File: src/rtl/usb_in_responder.sv
module usb_in_responder #(
  parameter int LEN_W   = 4,
  parameter int MAX_LEN = 8
) (
  input  logic             clk,
  input  logic             rst_n,
  input  logic             cfg_we,
  input  logic             cfg_seq,
  input  logic             cfg_sel,
  input  logic             cfg_txen,
  input  logic             cfg_ep1_en,
  input  logic             cfg_ep2_en,
  input  logic             cfg_ep1_stall,
  input  logic             cfg_ep2_stall,
  input  logic [LEN_W-1:0] cfg_len,
  input  logic             cfg_resume,
  input  logic             cfg_clr_resdet,
  input  logic             buf_full,
  input  logic             tok_valid,
  input  logic [3:0]       tok_ep,
  input  logic             bus_idle,
  input  logic             rx_k,
  output logic             resp_valid,
  output logic [1:0]       resp_type,
  output logic             resp_pid,
  output logic [LEN_W-1:0] resp_len,
  output logic             tx_done,
  output logic             resume_k,
  output logic             resume_det
);
  localparam logic [1:0] T_NONE  = 2'd0;
  localparam logic [1:0] T_DATA  = 2'd1;
  localparam logic [1:0] T_NAK   = 2'd2;
  localparam logic [1:0] T_STALL = 2'd3;
  localparam logic [LEN_W-1:0] LEN_CAP = LEN_W'(MAX_LEN);

  logic             seq_q, sel_q, txen_q, en1_q, en2_q, st1_q, st2_q, res_q;
  logic [LEN_W-1:0] len_q;

  always_ff @(posedge clk) begin
    if (!rst_n) begin
      {seq_q, sel_q, txen_q, en1_q, en2_q, st1_q, st2_q, res_q} <= '0;
      len_q <= '0;
    end else if (cfg_we) begin
      seq_q  <= cfg_seq;
      sel_q  <= cfg_sel;
      txen_q <= cfg_txen;
      en1_q  <= cfg_ep1_en;
      en2_q  <= cfg_ep2_en;
      st1_q  <= cfg_ep1_stall;
      st2_q  <= cfg_ep2_stall;
      res_q  <= cfg_resume;
      len_q  <= (cfg_len > LEN_CAP) ? LEN_CAP : cfg_len;
    end
  end

  wire is_ep1  = (tok_ep == 4'd1);
  wire is_ep2  = (tok_ep == 4'd2);
  wire ep_en   = (is_ep1 & en1_q) | (is_ep2 & en2_q);
  wire ep_st   = (is_ep1 & st1_q) | (is_ep2 & st2_q);
  wire owns    = is_ep2 ? sel_q : ~sel_q;
  wire can_tx  = txen_q & ~buf_full & owns;

  logic [1:0] decide;
  always_comb begin
    if (!ep_en)      decide = T_NONE;
    else if (ep_st)  decide = T_STALL;
    else if (!can_tx) decide = T_NAK;
    else             decide = T_DATA;
  end

  always_ff @(posedge clk) begin
    if (!rst_n) begin
      resp_valid <= 1'b0;
      resp_type  <= T_NONE;
      resp_pid   <= 1'b0;
      resp_len   <= '0;
      tx_done    <= 1'b0;
    end else begin
      resp_valid <= tok_valid;
      if (tok_valid) begin
        resp_type <= decide;
        resp_pid  <= seq_q;
        resp_len  <= len_q;
      end
      tx_done <= resp_valid & (resp_type == T_DATA);
    end
  end

  assign resume_k = res_q & bus_idle;

  always_ff @(posedge clk) begin
    if (!rst_n)                       resume_det <= 1'b0;
    else if (cfg_we && cfg_clr_resdet) resume_det <= 1'b0;
    else if (rx_k && !res_q)          resume_det <= 1'b1;
  end


  resp_after_token_chk: assert property (@(posedge clk) disable iff (!rst_n)
    resp_valid |-> $past(tok_valid));

  data_not_busy_chk: assert property (@(posedge clk) disable iff (!rst_n)
    (tok_valid && buf_full) |=> (resp_type != T_DATA));

  len_cap_chk: assert property (@(posedge clk) disable iff (!rst_n)
    resp_valid |-> (resp_len <= LEN_CAP));

  done_after_data_chk: assert property (@(posedge clk) disable iff (!rst_n)
    tx_done |-> ($past(resp_valid) && $past(resp_type) == T_DATA));

  resume_idle_chk: assert property (@(posedge clk) disable iff (!rst_n)
    resume_k |-> bus_idle);

  resdet_source_chk: assert property (@(posedge clk) disable iff (!rst_n)
    $rose(resume_det) |-> ($past(rx_k) && !$past(res_q)));
endmodule

File: config.mk
export PLATFORM = sky130hd
export DESIGN_NAME = usb_in_responder
export DESIGN_NICKNAME = d
export VERILOG_FILES = /design/src/rtl/usb_in_responder.sv
export SDC_FILE = /design/constraint.sdc
export NUM_CORES = 1
export LEC_CHECK = 0
export BUFFER_PORTS_ARGS = -buffer_cell sky130_fd_sc_hd__buf_2
export CORE_MARGIN = 2
export CORE_UTILIZATION = 35
export DETAILED_ROUTE_END_ITERATION = 6
export GPL_ROUTABILITY_DRIVEN = 0
export GPL_TIMING_DRIVEN = 0
export PLACE_DENSITY_LB_ADDON = 0.2
export SETUP_SLACK_MARGIN = 0.2
export SLEW_MARGIN = 20
export SYNTH_ARGS = -nofsm -noshare
export SYNTH_HDL_FRONTEND = slang
export SYNTH_SLANG_ARGS = --single-unit
File: constraint.sdc
create_clock -name clk -period 1.18 [get_ports clk]
set_input_delay 0 -clock clk [delete_from_list [all_inputs] [get_ports clk]]
set_output_delay 0 -clock clk [all_outputs]
set_load 0.03 [all_outputs]
Yosys cells after proc, flatten, opt, wreduce, memory -nomap -nowiden
Cells that the tools add are included.
W data, S select, Z words.
{"block": "totals", "ff_bits": 22, "wordCells": 41}
{"block": "classes", "order_cmp": 1, "n_eq_ne": 3, "n_mux": 5, "bitwise_logic": 13, "n_reduce_logical": 4}
{"operator": "$and A1 B1 Y1", "count": 8}
{"operator": "$mux W2", "count": 3}
{"operator": "$eq A4 B1 Y1 const B", "count": 1}
{"operator": "$eq A4 B2 Y1 const B", "count": 1}
{"operator": "$gt A4 B4 Y1 const B", "count": 1}
{"operator": "$mux W4", "count": 1}
{"operator": "$not A1 Y1", "count": 3}
{"operator": "$eq A2 B1 Y1 const B", "count": 1}
{"operator": "$logic_and A1 B1 Y1", "count": 2}
{"operator": "$or A1 B1 Y1", "count": 2}
{"operator": "$reduce_or A2 Y1", "count": 1}
{"operator": "$logic_not A1 Y1", "count": 1}
{"operator": "$mux W1", "count": 1}

Depth between registers and ports, before layout
Gate-level depths: netlist of run 1.
{"block": "depth", "depth_word": 6, "mapped_depth": 5, "ltp_nobuf": 4}

Worst setup path after synthesis of run 1
No wires, ideal clock.
{"block": "synth_path", "path_kind": "register to register", "start": "register en2_q", "end": "register resp_type[1]", "t_arrival_ps": 954, "required_ps": 1121, "setup_slack_ps": 167, "stages_incl_launch_ff": 5, "n_path_buf": 0, "synth_period_minus_slack_ps": 1013, "path_cell_list": "dfxtp_1 > nand3b_4 > a2111oi_4 > o31ai_1 > nand2_1"}
{"block": "synth_between", "elab_chain_cells": 3}
{"element": "from (decl)", "line": "37", "rtl": "logic seq_q, sel_q, txen_q, en1_q, en2_q, st1_q, st2_q, res_q;"}
{"element": "from (signal assigned)", "line": "49", "rtl": "en2_q <= cfg_ep2_en;"}
{"element": "$and A1 B1 Y1", "line": "59", "rtl": "wire ep_en = (is_ep1 & en1_q) | (is_ep2 & en2_q);"}
{"element": "$or A1 B1 Y1", "line": "59"}
{"element": "$mux W2", "line": "66", "rtl": "if (!ep_en) decide = T_NONE;"}
{"element": "to (signal assigned)", "line": "82", "rtl": "resp_type <= decide;"}
{"element": "to (decl)", "line": "24", "rtl": "output logic [1:0] resp_type,"}
No other way between the ends.
A chain may end at the register's enable or synchronous reset.

Worst setup path in the final report of run 1
Ends and elaborated chain as after synthesis.

==> results.txt, run 1 <==
Worst Skew: 0.002551 ns
Max Freq: 947.6 MHz
Num CTS Buffers: 3
MaxCap Viol Count: 0
Post-DP HPWL: 1359 um
Final nets: 163
Largest net degree at the start of global routing: 13
H-Tree Depth: 1
Clock transition at path regs: 0.11 ns
Final hold vios: 0
Gate Count Post-Synth: 91
Total Routing Usage GR: 0.1300
Post-synthesis sequential element count: 22
Sequential share of the synthesized area: 0.4693
Vias in the first global route: 760
Worst min path class: input port to flip-flop
DRC errors left: 0
Clock root buffer master: clkbuf_4
Via Count: 775
Pwr/cell area: 1088 mW/mm2
Worst reg-to-reg path cell count: 4
Core area: 0.002500 mm2
Syn Nets: 115
Antenna Cells: 0
Worst skew pair latency: 0.30 ns
Die ar.: 0.003111 mm2
Congestion Overflow GR: 0
Port Buf Inserts: 32
Synth Cell Area: 938.4 um2
Max_slew headroom: 0.7468
Die width: 55.78 um
Final Non-Filler Cells: 168
Layout area overhead: 37.87%
# fillers: 249
Crit path kind: flip-flop to flip-flop
Detailed Routing Iterations Pass 1: 4
Pleak: 0.6028 nW
Global-route wire length before repair: 3263 um
Design Power: 1.407 mW
Starting Density: 0.3754
Commonest non-fill, non-tap cells in the layout: buf_2, dfxtp_1, mux2i_1, nor2b_1, dlygate4sd3_1
Tightest Pin Transition: 0.3797 ns
Wirelength, routed: 1915 um
DIE HEIGHT: 55.78 um
Antenna Nets Post-Route: 0
Sum Neg Setup Slack: 0 ns
RSZ-0062 raised after global routing: yes
Final setup fails: 0
Startpoint types: flip-flop
Syn avg cell area: 10.31 um2
# Post-CTS Setup Buffers: 0
Final core utilization: 0.5175
Layout cells sized above 1: 0.3333
Row count: 18
Final Cycle Share: 0.8943
Io pins: 35
Max IR drop VDD: 0.0009520 V
Tmin final: 1.055 ns
Slew Limit Fails: 0
Hold Crit Depth: 2
Post-synth cell types: 22
Final hold slack: 0.02949 ns
Status: complete, no violations
Vias per inst: 4.613
Top flop regs: len_q (4), resp_len (4), resp_type (2)
CTS Buffer Depth: 2
Sink Count: 22
CTS tree: built
Crit end category: flip-flop
Placed cell count: 153
Initial antenna violation count: 0
Wire length per cell: 11.40 um
Worst Path Max Fanout: 2
DRT iter0 DRCs: 13
YS warnings: 0
Worst Path Required: 1.43 ns
Data arrival, critical path: 1.31 ns
Most common cell after layout, fill and taps aside: buf_2
==> cell usage after synthesis (all sizes together) <==
cell,n,share of area
nor2b,14,0.093
nand2b,1,0.0067
buf,3,0.016
dfxtp,22,0.47
a21oi,1,0.0053
mux2i,14,0.15
nor4b,1,0.016
a211oi,1,0.0080
nand3b,5,0.053
nor2,1,0.0040
and2,4,0.027
o2bb2ai,1,0.0093
o31ai,1,0.0080
inv,5,0.020
clkbuf,2,0.0080
nand2,8,0.032
a2111oi,1,0.029
o21bai,1,0.0080
xor2,1,0.0093
nor3b,1,0.0080
o22ai,3,0.020
==> report_power, final <==
| group | switching [mW] | internal [mW] | leakage (nW) |
|---|---|---|---|
| sequential | 0.0163 | 0.775 | 0.181 |
| combinational | 0.104 | 0.113 | 0.401 |
| clock | 0.211 | 0.188 | 0.0210 |
==> path summary, 6_finish.rpt <==
| kind | startpoint | end | slack [ns] |
|---|---|---|---|
| min | tok_valid | resp_type[0] | 0.03 |
| min reg2reg | resp_type[1] | tx_done | 0.47 |
| max reg2reg | en2_q | resp_type[1] | 0.12 |
| max | en2_q | resp_type[1] | 0.12 |
==> through the flow <==
| stage | setup slack [ns] | instance area, um2 |
|---|---|---|
| floorplan | 0.1947 | 939.7 |
| global placement | 0.1465 | 1137 |
| detailed placement | 0.1271 | 1137 |
| global route | 0.05052 | 1294 |
| finish | 0.1247 | 1294 |
| CTS | 0.1121 | 1291 |
==> layout make-up <==
class | count | area (um2) | share of cell area
Clock buffer | 4 | 36.28 | 0.02805
Buffer | 5 | 22.52 | 0.01741
Inverter | 5 | 18.77 | 0.01451
Timing Repair Buffer | 43 | 272.8 | 0.2108
Tap cell | 30 | 37.54 | 0.02901
Multi-Input combinational cell | 59 | 461.7 | 0.3569
Sequential cell | 22 | 444.2 | 0.3433
==> layer usage <==
layer / vias up / GRT usage / routed length [um] / share of wire
met4: 0 / 0.03484 / 27 / 0.014
met3: 4 / 0.04651 / 126 / 0.066
met5: - / 0 / 0 / 0
met1: 344 / 0.1529 / 845 / 0.44
met2: 23 / 0.2228 / 914 / 0.48
li1: 404 / - / - / -
==> critical path, cell delays in order, from the launching register on <==
cell	delay [ns]
dfxtp_2	0.37
nand3b_4	0.08
a2111oi_4	0.37
o31ai_1	0.12
nand2_1	0.07
==> cells by family after synthesis <==
group | share of synthesized area
AND/OR/NAND/NOR | 0.2400
XOR/XNOR | 0.009335
AO/OA/AOI/OAI | 0.08801
flip-flops | 0.4693
multiplexers | 0.1493
buffers and inverters | 0.04400
==> what timing repair did <==
action | 4_1_cts | 5_1_grt
pin swaps | 0 | 1
endpoints found under the setup margin | 3 | 3
hold endpoints to repair | 10 | 0
hold buffers | 11 | 0
gates resized for setup | 2 | 2
Note: power is estimated with default switching activity, not from simulation.
==> run 2, diff against run 1 <==
--- a/config.mk
+++ b/config.mk
@@ -10,8 +10,8 @@
 export CORE_UTILIZATION = 35
 export DETAILED_ROUTE_END_ITERATION = 6
 export GPL_ROUTABILITY_DRIVEN = 0
-export GPL_TIMING_DRIVEN = 0
 export PLACE_DENSITY_LB_ADDON = 0.2
+export RECOVER_POWER = 50
 export SETUP_SLACK_MARGIN = 0.2
 export SLEW_MARGIN = 20
 export SYNTH_ARGS = -nofsm -noshare
==> run 2 against run 1 <==
Against the previous run: worst hold slack worse by 0.014 ns; power is 0.75% higher; via count is 2.5% lower; highest routed layer is now met3; global-route usage is 0.46 points lower; critical path type unchanged; flip-flop and latch count stayed put; largest cell class unchanged; critical endpoint unchanged; clock power is 3% higher; final cell count is 0.60% lower; design area hardly changed; critical path depth stayed put; clock skew is 0.0032 ns higher.
==> results.txt, run 2 (synthesis gave the netlist of run 1 again) <==
Vias in the first global route: 720 (-5.3%)
DRT iter0 DRCs: 3 (-10)
Multi-input gate area: 461.7 um2 (unchanged)
DIE HEIGHT: 55.78 um (unchanged)
Crit path kind: flip-flop to flip-flop
Total Routing Usage GR: 0.1254 (-0.004609)
Worst Skew: 0.005726 ns (+0.003175 ns)
Final setup fails: 0 (unchanged)
RSZ-0062 raised after global routing: yes
Detailed Routing Iterations Pass 1: 4 (unchanged)
Final Cycle Share: 0.9192 (+0.02489)
Wire length per cell: 11.44 um (+0.39%)
Met2 Use GR: 0.2177 (-0.005102)
Slew Limit Fails: 0 (unchanged)
Status: complete, no violations
Congestion Overflow GR: 0 (unchanged)
Top flop regs: len_q (4), resp_len (4), resp_type (2)
Pleak: 0.6033 nW (about the same)
Worst Path Required: 1.43 ns (about the same)
Max Freq: 921.9 MHz (-2.7%)
Global routing's busiest layer: met2
Largest net degree at the start of global routing: 17 (+4)
M3 GR Usage: 0.02791 (-0.01860)
Placed cell count: 151 (-1.3%)
Max_slew headroom: 0.6845 (-0.06240)
Io pins: 35 (unchanged)
Num CTS Buffers: 3 (unchanged)
Max IR drop VDD: 0.0008065 V (-15%)
Layout cells sized above 1: 0.3212 (-0.01217)
H-Tree Depth: 1 (unchanged)
CTS Buffer Depth: 2 (unchanged)
Initial antenna violation count: 0 (unchanged)
CTS tree: built
Gate power share: 0.151 (-0.003)
# fillers: 259 (+4.0%)
Port Buf Inserts: 34 (+6.3%)
Antenna Cells: 0 (unchanged)
Commonest non-fill, non-tap cells in the layout: buf_2, dfxtp_1, mux2i_1, nor2b_1, dlygate4sd3_1
Clock root buffer master: clkbuf_4
Antenna Nets Post-Route: 0 (unchanged)
Data arrival, critical path: 1.34 ns (+0.03 ns)
Core area: 0.002500 mm2 (unchanged)
FF+latch area: 441.7 um2 (-0.56%)
Clock transition at path regs: 0.12 ns (about the same)
Global-route wire length before repair: 3098 um (-5.1%)
Crit end category: flip-flop
Internal: 1.075 mW (about the same)
Via Count: 756 (-2.5%)
Wirelength, routed: 1911 um (-0.21%)
Net switching power: 0.3427 mW (+3.4%)
Die width: 55.78 um (unchanged)
Starting Density: 0.3754 (unchanged)
Vias per inst: 4.527 (-1.9%)
Worst Path Max Fanout: 2 (unchanged)
Tmin final: 1.085 ns (+0.02936 ns)
Worst skew pair latency: 0.30 ns (about the same)
Global Route met1 Usage: 0.1437 (-0.009179)
Pwr/cell area: 1097 mW/mm2 (+0.84%)
FF-to-FF setup slack: 0.1 ns (-0.03 ns)
Die ar.: 0.003111 mm2 (unchanged)
MaxCap Viol Count: 0 (unchanged)
Switching power share of the total: 0.2417 (+0.006250)
Sink Count: 22 (unchanged)
Sum Neg Setup Slack: 0 ns (unchanged)
Sequential Power Share: 0.558 (-0.004)
Row count: 18 (unchanged)
Final nets: 162 (-0.61%)
Tightest Pin Transition: 0.4733 ns (+0.09359 ns)
Layout area overhead: 37.73% (about the same)
Worst min path class: input port to flip-flop
DRC errors left: 0 (unchanged)
Startpoint types: flip-flop
Final hold vios: 0 (unchanged)
Clock group share of total power: 0.291 (+0.007)
Post-DP HPWL: 1333 um (-1.9%)
Final Non-Filler Cells: 167 (-0.60%)
Most common cell after layout, fill and taps aside: buf_2
[run 2: changes by cell type in the layout (fill, tap and decap cells not counted), sizes merged]
cell    before  now
clkbuf       6    5
[run 2: worst max-delay path, cell delays in order (launching register included)]
cell and delay (ns):
dfxtp_1 0.39, nand3b_4 0.09, a2111oi_4 0.37, o31ai_1 0.12, nand2_1 0.08
[run 2: power groups by stage]
| stage | Combinational [mW] | Sequential, mW | Clock, mW |
|---|---|---|---|
| global placement | 0.184 | 0.806 | 0 |
| global route | 0.236 | 0.794 | 0.449 |
| CTS | 0.215 | 0.791 | 0.433 |
| finish | 0.214 | 0.791 | 0.413 |
| floorplan | 0.0975 | 0.823 | 0 |
| detailed placement | 0.187 | 0.808 | 0 |
[run 2: per-layer routing]
| metal | vias to the layer above | routed length, um |
|---|---|---|
| met3 | 0 | 97 |
| li1 | 397 | - |
| met5 | - | 0 |
| met1 | 342 | 855 |
| met2 | 17 | 959 |
| met4 | 0 | 0 |
[run 2: per-stage QoR]
stage	total power, mW	setup slack (ns)	instance area [um2]	hold slack, ns	utilization
after global routing	1.479	0.006518	1292	0.02516	0.5170
after floorplan	0.9203	0.1947	939.7	0.1593	-
after global placement	0.9900	0.1661	1132	0.2480	0.4530
after detailed placement	0.9946	0.1496	1132	0.2551	0.4530
after CTS	1.439	0.1228	1281	0.004962	0.5125
final	1.418	0.09534	1292	0.01574	0.5170
[run 2: cell type report]
cell class	instances	share of cell area
clock buffer	4	0.02807
inverter	5	0.01452
multi-input combinational	59	0.3572
sequential	22	0.3417
tap	30	0.02904
timing repair buffer	47	0.2294
[run 2: what timing repair did]
action | 4_1_cts | 5_1_grt
endpoints found under the setup margin | 3 | 3
gates cloned | 0 | 0
pin swaps | 0 | 1
resized for setup | 1 | 3
endpoints found under the hold margin | 9 | 0
hold buffers | 11 | 0
buffers inserted | 0 | 1
[run 2: worst paths after layout]
path,startpoint,end,cells after the start
setup / recovery,en2_q,resp_type[1],4
hold / removal,rst_n,txen_q,2
setup reg to reg,en2_q,resp_type[1],4
hold reg to reg,resp_type[1],tx_done,1
